--- src/rtl/kg_pkg.sv ---
package kg_pkg;

  typedef enum logic [1:0] {
    PH_IDLE,
    PH_LOAD,
    PH_WARM,
    PH_KEEP
  } kg_phase_e;

  // value held by at least two of the three inputs
  function automatic logic maj3(input logic a, input logic b, input logic c);
    return (a & b) | (a & c) | (b & c);
  endfunction

  function automatic int unsigned max3(input int unsigned a, input int unsigned b,
                                       input int unsigned c);
    int unsigned m;
    m = (a > b) ? a : b;
    return (m > c) ? m : c;
  endfunction

  // a register may step when in regular mode or when its tap sides with the majority
  function automatic logic may_step(input logic regular, input logic tap, input logic vote);
    return regular | (tap == vote);
  endfunction

endpackage

--- src/rtl/kg_lfsr.sv ---
module kg_lfsr #(
  parameter int unsigned W     = 19,
  parameter logic [W-1:0] TAPS = '0,
  parameter int unsigned CTAP  = 8
) (
  input  logic clk,
  input  logic rst,
  input  logic clr,
  input  logic adv,
  input  logic inj,
  output logic ctap,
  output logic msb_nxt
);

  logic [W-1:0] q;
  logic         fb;

  assign fb = (^(q & TAPS)) ^ inj;

  always_ff @(posedge clk) begin
    if (rst || clr) q <= '0;
    else if (adv)   q <= {q[W-2:0], fb};
  end

  assign ctap    = q[CTAP];
  assign msb_nxt = adv ? q[W-2] : q[W-1];


  hold_chk: assert property (@(posedge clk) disable iff (rst)
    (!adv && !clr) |=> $stable(q));

endmodule

--- src/rtl/kg_clkctl.sv ---
module kg_clkctl (
  input  logic       clk,
  input  logic       rst,
  input  logic       run,
  input  logic       regular,
  input  logic [2:0] taps,
  output logic [2:0] step_en
);
  import kg_pkg::*;

  logic vote;
  assign vote = maj3(taps[0], taps[1], taps[2]);

  for (genvar g = 0; g < 3; g++) begin : g_en
    assign step_en[g] = run & may_step(regular, taps[g], vote);
  end


  maj_two_chk: assert property (@(posedge clk) disable iff (rst)
    (run && !regular) |-> ($countones(step_en) >= 2));


  load_all_chk: assert property (@(posedge clk) disable iff (rst)
    (run && regular) |-> (step_en == 3'b111));


  idle_still_chk: assert property (@(posedge clk) disable iff (rst)
    !run |-> (step_en == 3'b000));

endmodule

--- src/rtl/kg_seq.sv ---
module kg_seq #(
  parameter int unsigned KEY_W  = 64,
  parameter int unsigned CNT_W  = 22,
  parameter int unsigned WARM_N = 100,
  parameter int unsigned KEEP_N = 228
) (
  input  logic             clk,
  input  logic             rst,
  input  logic             start,
  input  logic [KEY_W-1:0] key,
  input  logic [CNT_W-1:0] count,
  output logic             clr,
  output logic             run,
  output logic             regular,
  output logic             inj,
  output logic             emit,
  output logic             last,
  output logic             upper,
  output logic             busy
);
  import kg_pkg::*;

  localparam int unsigned SEED_W = KEY_W + CNT_W;
  localparam int unsigned CTR_W  = $clog2(max3(SEED_W, WARM_N, KEEP_N) + 1);

  kg_phase_e         phase;
  logic [CTR_W-1:0]  ctr;
  logic [SEED_W-1:0] seed;
  logic              load_end, warm_end;

  assign load_end = (phase == PH_LOAD) && (ctr == CTR_W'(SEED_W - 1));
  assign warm_end = (phase == PH_WARM) && (ctr == CTR_W'(WARM_N - 1));
  assign last     = (phase == PH_KEEP) && (ctr == CTR_W'(KEEP_N - 1));

  always_ff @(posedge clk) begin
    if (rst) begin
      phase <= PH_IDLE;
      ctr   <= '0;
      seed  <= '0;
    end else begin
      unique case (phase)
        PH_IDLE: if (start) begin
          phase <= PH_LOAD;
          ctr   <= '0;
          seed  <= {count, key};
        end
        PH_LOAD: begin
          ctr <= load_end ? '0 : ctr + 1'b1;
          if (load_end) phase <= PH_WARM;
        end
        PH_WARM: begin
          ctr <= warm_end ? '0 : ctr + 1'b1;
          if (warm_end) phase <= PH_KEEP;
        end
        PH_KEEP: begin
          ctr <= last ? '0 : ctr + 1'b1;
          if (last) phase <= PH_IDLE;
        end
        default: phase <= PH_IDLE;
      endcase
    end
  end

  assign busy    = (phase != PH_IDLE);
  assign clr     = (phase == PH_IDLE) && start;
  assign run     = busy;
  assign regular = (phase == PH_LOAD);
  assign inj     = regular ? seed[ctr] : 1'b0;
  assign emit    = (phase == PH_KEEP);
  assign upper   = emit && (ctr >= CTR_W'(KEEP_N / 2));


  busy_hold_chk: assert property (@(posedge clk) disable iff (rst)
    (busy && !last) |=> busy);


  seed_keep_chk: assert property (@(posedge clk) disable iff (rst)
    busy |=> $stable(seed));


  warm_to_keep_chk: assert property (@(posedge clk) disable iff (rst)
    warm_end |=> (emit && ctr == '0));

endmodule

--- src/rtl/kg_keystream.sv ---
module kg_keystream #(
  parameter int unsigned KEY_W   = 64,
  parameter int unsigned CNT_W   = 22,
  parameter int unsigned WARM_N  = 100,
  parameter int unsigned KEEP_N  = 228,
  parameter int unsigned A_W     = 19,
  parameter int unsigned B_W     = 22,
  parameter int unsigned C_W     = 23,
  parameter logic [31:0] A_TAPS  = 32'h0007_2000,
  parameter logic [31:0] B_TAPS  = 32'h0030_0000,
  parameter logic [31:0] C_TAPS  = 32'h0070_0080,
  parameter int unsigned A_CT    = 8,
  parameter int unsigned B_CT    = 10,
  parameter int unsigned C_CT    = 10
) (
  input  logic             clk,
  input  logic             rst,
  input  logic             start,
  input  logic [KEY_W-1:0] key,
  input  logic [CNT_W-1:0] count,
  output logic             ks_bit,
  output logic             ks_valid,
  output logic             ks_up,
  output logic             done,
  output logic             busy
);

  localparam int unsigned  WID  [3] = '{A_W, B_W, C_W};
  localparam logic [31:0]  TAPM [3] = '{A_TAPS, B_TAPS, C_TAPS};
  localparam int unsigned  CTP  [3] = '{A_CT, B_CT, C_CT};

  logic       clr, run, regular, inj, emit, last, upper;
  logic [2:0] taps, step_en, nxt;

  kg_seq #(
    .KEY_W(KEY_W), .CNT_W(CNT_W), .WARM_N(WARM_N), .KEEP_N(KEEP_N)
  ) u_seq (
    .clk(clk), .rst(rst), .start(start), .key(key), .count(count),
    .clr(clr), .run(run), .regular(regular), .inj(inj),
    .emit(emit), .last(last), .upper(upper), .busy(busy)
  );

  kg_clkctl u_ctl (
    .clk(clk), .rst(rst), .run(run), .regular(regular),
    .taps(taps), .step_en(step_en)
  );

  for (genvar g = 0; g < 3; g++) begin : g_reg
    kg_lfsr #(
      .W(WID[g]), .TAPS(TAPM[g][WID[g]-1:0]), .CTAP(CTP[g])
    ) u_lfsr (
      .clk(clk), .rst(rst), .clr(clr), .adv(step_en[g]), .inj(inj),
      .ctap(taps[g]), .msb_nxt(nxt[g])
    );
  end

  always_ff @(posedge clk) begin
    if (rst) begin
      ks_bit   <= 1'b0;
      ks_valid <= 1'b0;
      ks_up    <= 1'b0;
      done     <= 1'b0;
    end else begin
      ks_bit   <= emit & (^nxt);
      ks_valid <= emit;
      ks_up    <= upper;
      done     <= last;
    end
  end


  valid_src_chk: assert property (@(posedge clk) disable iff (rst)
    !emit |=> !ks_valid);


  done_valid_chk: assert property (@(posedge clk) disable iff (rst)
    done |-> (ks_valid && ks_up && !busy));


  up_needs_valid_chk: assert property (@(posedge clk) disable iff (rst)
    ks_up |-> ks_valid);

endmodule

--- config.mk ---
export PLATFORM = sky130hd
export DESIGN_NAME = kg_keystream
export DESIGN_NICKNAME = d
export VERILOG_FILES = /design/src/rtl/kg_pkg.sv /design/src/rtl/kg_lfsr.sv /design/src/rtl/kg_clkctl.sv /design/src/rtl/kg_seq.sv /design/src/rtl/kg_keystream.sv
export SDC_FILE = /design/constraint.sdc
export NUM_CORES = 1
export LEC_CHECK = 0
export BUFFER_PORTS_ARGS = -buffer_cell sky130_fd_sc_hd__buf_4
export CORE_MARGIN = 2
export CORE_UTILIZATION = 45
export DETAILED_ROUTE_END_ITERATION = 12
export PLACE_DENSITY_LB_ADDON = 0.25
export SYNTH_ARGS = -nofsm -noshare
export SYNTH_HDL_FRONTEND = slang
export SYNTH_SLANG_ARGS = --single-unit
--- constraint.sdc ---
create_clock -name clk -period 7.5 [get_ports clk]
set_input_delay 1.5 -clock clk [delete_from_list [all_inputs] [get_ports clk]]
set_output_delay 1.5 -clock clk [all_outputs]
set_load 0.05 [all_outputs]
[Word level (Yosys, flattened, before mapping)]
Cells that the tools add are included.
Cells by class
  reductions and logical operators: 14
  bitwise logic cells: 15
  mux-type cells: 16
  eq/ne operators: 13
  order comparisons: 2
  $add $sub $neg: 1
Operator list (number)
  two-way mux 8 bit: 4
  one-hot mux 8 bit (4 select lines): 1
  parity 23 bit: 1
  parity 22 bit: 1
  parity 19 bit: 1
  equality test 8 x 7 -> 1 bit (second input constant): 2
  adder 8 x 1 -> 8 bit (second input constant): 1
  equality test 8 bit (second input constant): 1
  >= comparator 8 x 7 -> 1 bit (second input constant): 1
  < comparator 8 bit (second input constant): 1
  two-way mux 2 bit: 4
  one-hot mux 2 bit (4 select lines): 1
  bitwise AND 1 bit: 7
  binary-select mux 1 bit (select 7 bit): 1
  logical AND 1 bit: 5
  two-way mux 1 bit: 5
  bitwise OR 1 bit: 5
  equality test 2 bit (second input constant): 2
  != test 2 x 1 -> 1 bit (second input constant): 2
  != test 2 bit (second input constant): 2
  AND reduction 4 bit: 1
  equality test 1 bit: 3
  parity 3 bit: 1
  XOR 1 bit: 3
  other kinds (5): 5
Storage, ports and cells
  output and inout port bits: 5
  word-level logic and storage cells: 71
  register bits after elaboration: 164

[Longest topological paths before layout]
  depth after elaboration: 9
  gate-level depth with buffers: 10

[Hierarchy]
A second synthesis with hierarchy kept.
Second synthesis, totals
  cell total of the unflattened synthesis: 755
  area, all modules: 6962.9 µm²
By module, submodules not included
  kg_seq: instances 1, cells each 514, area each 4332.9 µm²
  kg_lfsr at g_reg[2].u_lfsr: instances 1, cells each 81, area each 869.6 µm²
  kg_lfsr at g_reg[1].u_lfsr: instances 1, cells each 73, area each 824.5 µm²
  kg_lfsr at g_reg[0].u_lfsr: instances 1, cells each 68, area each 734.5 µm²
  kg_keystream: instances 1, cells each 9, area each 130.1 µm²
  kg_clkctl: instances 1, cells each 10, area each 71.3 µm²

[Least setup slack after synthesis]
OpenSTA, ideal clock, no wires.
  path type: flip-flop to output port
  start: reg u_seq.phase[1]
  end: out busy
  data arrival time: 1.200 ns
  stages on the path, launching flop included: 5
  buffers on the path: 1
  slack: 4.800 ns
  required time: 6.000 ns
  cell sequence: dfxtp_1 clkbuf_1 inv_1 ha_1 inv_1
On the way
  cells in the longest elaborated chain, start to end: 1
RTL lines
  start, declared: line kg_seq.sv:26  | kg_phase_e phase;
  start signal, assigned: line kg_seq.sv:37  | phase <= PH_IDLE;
  start signal, assigned: line kg_seq.sv:43  | phase <= PH_LOAD;
  start signal, assigned: line kg_seq.sv:49  | if (load_end) phase <= PH_WARM;
  nonzero test 2 bit: line kg_seq.sv:64  | assign busy = (phase != PH_IDLE);
  end, declared: line kg_keystream.sv:25  | output logic busy
Every way passes these cells.

[Final worst setup path]
  start: in rst
  end: reg g_reg[2].u_lfsr.q[0]
On the way
  cells in the longest elaborated chain, start to end: 1
RTL lines
  start, declared: line kg_keystream.sv:17  | input logic rst,
  logical OR 1 bit: line kg_lfsr.sv:21  | if (rst || clr) q <= '0;
  end signal, assigned: line kg_lfsr.sv:22  | else if (adv) q <= {q[W-2:0], fb};
  end, declared: line kg_lfsr.sv:15  | logic [W-1:0] q;
Every way passes these cells.
A chain may end at the register's enable or synchronous reset.

==> flow_metrics.tcl <==
set metrics [dict create \
    status "complete, no violations" \
    numCtsBuffers 17 \
    ys_warn_count 0 \
    synth-edff-count 0 \
    fin_cells 1030 \
    r2r-start "u_seq.ctr[0]$_SDFFE_PP0N_" \
    critical_path_class "primary input to flip-flop" \
    regArea_um2 3280 \
    grt_most_used_layer "met2" \
    fin_crit_sh_pct 42.7 \
    r2r_cells 7 \
    wl_per_cell_um 13.1 \
    period_needed_ps 3200 \
    fp.dieArea_um2 16300 \
    drt_iter0_markers 336 \
    ys_top_cells_by_area "dfxtp_1, nand2_1, mux2i_1, a21oi_1, mux4_2" \
    required_ps 7800 \
    diodes 0 \
    grt_setup_unrepaired "no" \
    hp-start "u_seq.seed[15]$_SDFFE_PP0P_" \
    yosysMostFrequentCell "nand2_1" \
    drv_slew 0 \
    ctsHoldBuffers 0 \
    hp-class "flip-flop to flip-flop" \
    syn_avg_cell_area_um2 8.97 \
    skew_ps 8.34 \
    synthFlopType "dfxtp_1" \
    cp-end-kind "flip-flop" \
    die_w_um 128 \
    route.detailed.drc 0 \
    die_y_um 128 \
    drive_above_1_share_pct 18.4 \
    crit_path_max_fanout 95 \
    dp_hpwl_um 8750 \
    synth_nets 863 \
    worstReg2RegEnd "g_reg[2].u_lfsr.q[0]$_SDFFE_PP0P_" \
    postLayoutCoreUtil_pct 54.7 \
    netlist.area_leader.share_pct 47.8 \
    core_area_um2 15100 \
    hold_end "u_seq.seed[15]$_SDFFE_PP0P_" \
    max_freq_mhz 312 \
    grt_pass1_vias 4887 \
    place_congestion 0.770 \
    r2r_setup_slack_ps 4660 \
    arrival_ps 3500 \
    ant_nets 0 \
    cts_root_buf "clkbuf_16" \
    finalWirelength_um 13500 \
    io_pins 94 \
    rows 45 \
    grt_max_degree 96 \
    n_fill_cell 1417 \
    netlist_top_cells_count "nand2_1, dfxtp_1, a21oi_1, nor2_1, mux2i_1" \
    max-cap-violations 0 \
    grt-ovfl-total 0 \
    via_per_inst 5.08 \
    startpoint_type "primary input" \
    netlist.top_cell.by_area "dfxtp_1" \
    post_cts_resized 0 \
    track_usage_pct 17.5 \
    clk_pin_slew_ps 60 \
    tns_ps 0 \
    grt_pass1_wl_um 22900 \
    syn_to_final_growth_pct 20.0 \
    hold_ws_ps 450 \
    globalRouteMet1Util_pct 24.1 \
    cts.sink_count 164 \
    tightest_slew_ps 986 \
    cts_setup_buffers 0 \
    setup_violations 0 \
    relSlewSlack_pct 34.2 \
    total_leakage_power_uw 0.00341 \
    multi_input_area_um2 3340 \
    nets 930 \
    hold_viol_final 0 \
    num_vias 5232 \
    whs_path_depth 2 \
    synth_cell_types 48 \
    netlist_area_um2 6870 \
    vdd.ir_drop.worst_mv 0.188 \
    async_flop_share_pct 0 \
    htree_levels 4 \
    ys_ff_latch 164 \
    dp_cells 1002 \
    use_met3_pct 4.94 \
    synth-seq-area-share_pct 47.8 \
    cts_tree "done" \
    power.density_nw_per_um2 316 \
    met2_usage_pct 26.5 \
    antenna_found_initial 0 \
    initial_core_util_pct 45.5 \
    cts.path.max_buffers 2 \
    port_buffers 93 \
    clk_latency_ps 420 \
    netlist_instances 766 \
    dr.pass1.iters 4 \
]
-- flip-flops by register name, indices dropped and copies added, names as in the netlist --
signal / count
u_seq.seed: 86
g.u_lfsr.q: 64
u_seq.ctr: 8
u_seq.phase: 2
done: 1
ks_bit: 1
ks_up: 1
ks_valid: 1
-- through the flow --
step                      total power [uW]  setup slack (ps)  cell area, um2
after detailed placement              1770              3810            7660
after CTS                             2640              4260            8250
after global routing                  2760              4150            8250
after global placement                1760              3820            7660
final                                 2610              4300            8250
after floorplan                       1610              4800            6870
-- per-layer routing --
metal  wire length [um]  vias up
met5                  0        -
met4                163        0
met3                614       12
met2               5940      108
met1               6830     2398
li1                   -     2714
-- worst max path at each step --
stage / slack, ps / end / cells past startpoint / startpoint
after floorplan: 4800 / busy / 4 / u_seq.phase[1]$_SDFFE_PP0P_
after global placement: 3820 / g_reg[0].u_lfsr.q[0]$_SDFFE_PP0N_ / 5 / rst
after detailed placement: 3810 / g_reg[1].u_lfsr.q[0]$_SDFFE_PP0P_ / 5 / rst
after CTS: 4260 / g_reg[1].u_lfsr.q[0]$_SDFFE_PP0P_ / 5 / rst
after global routing: 4150 / g_reg[1].u_lfsr.q[0]$_SDFFE_PP0P_ / 5 / rst
final: 4300 / g_reg[2].u_lfsr.q[0]$_SDFFE_PP0P_ / 5 / rst
-- worst max-delay path, cell delays in order --
cell	delay (ps)
buf_4	680
nand2b_2	250
buf_4	520
nor4b_1	130
a311o_1	330
-- kinds of logic (layout without fill, tap and decap cells) --
kind of cell / Yosys count / after routing / synth area share (%)
AOI/OAI and AO/OA: 121 / 121 / 10.0
xor gates and xnor gates: 13 / 13 / 1.66
adders and majority gates: 8 / 8 / 1.46
buffers and inverters: 63 / 139 / 3.71
DFF: 164 / 164 / 47.8
muxes: 91 / 91 / 17.0
and+or+nand+nor: 306 / 306 / 18.4
-- power by group --
part,internal (uW),switching [uW]
registers,964,53.4
logic,292,433
clock network,550,317
total,1810,803
-- cells in the final DEF (no fill, tap or decap), drive strengths merged, types with 9 or more instances in the layout --
master / synthesis / layout
mux2i: 68 / 68
nor2: 85 / 85
inv: 9 / 9
xnor2: 9 / 9
buf: 21 / 101
clkbuf: 32 / 23
dfxtp: 164 / 164
a21oi: 95 / 95
mux4: 19 / 19
nand2: 185 / 185
-- area by class of cell --
| type | count | area share, % |
|---|---|---|
| repair buffers | 101 | 9.19 |
| inverters | 10 | 0.455 |
| flip-flops and latches | 164 | 39.8 |
| well taps | 188 | 2.85 |
| multi-input cells | 539 | 40.6 |
| clock buffers | 23 | 5.92 |
| clock inverters | 5 | 1.21 |
(Power assumes the default switching activity.)
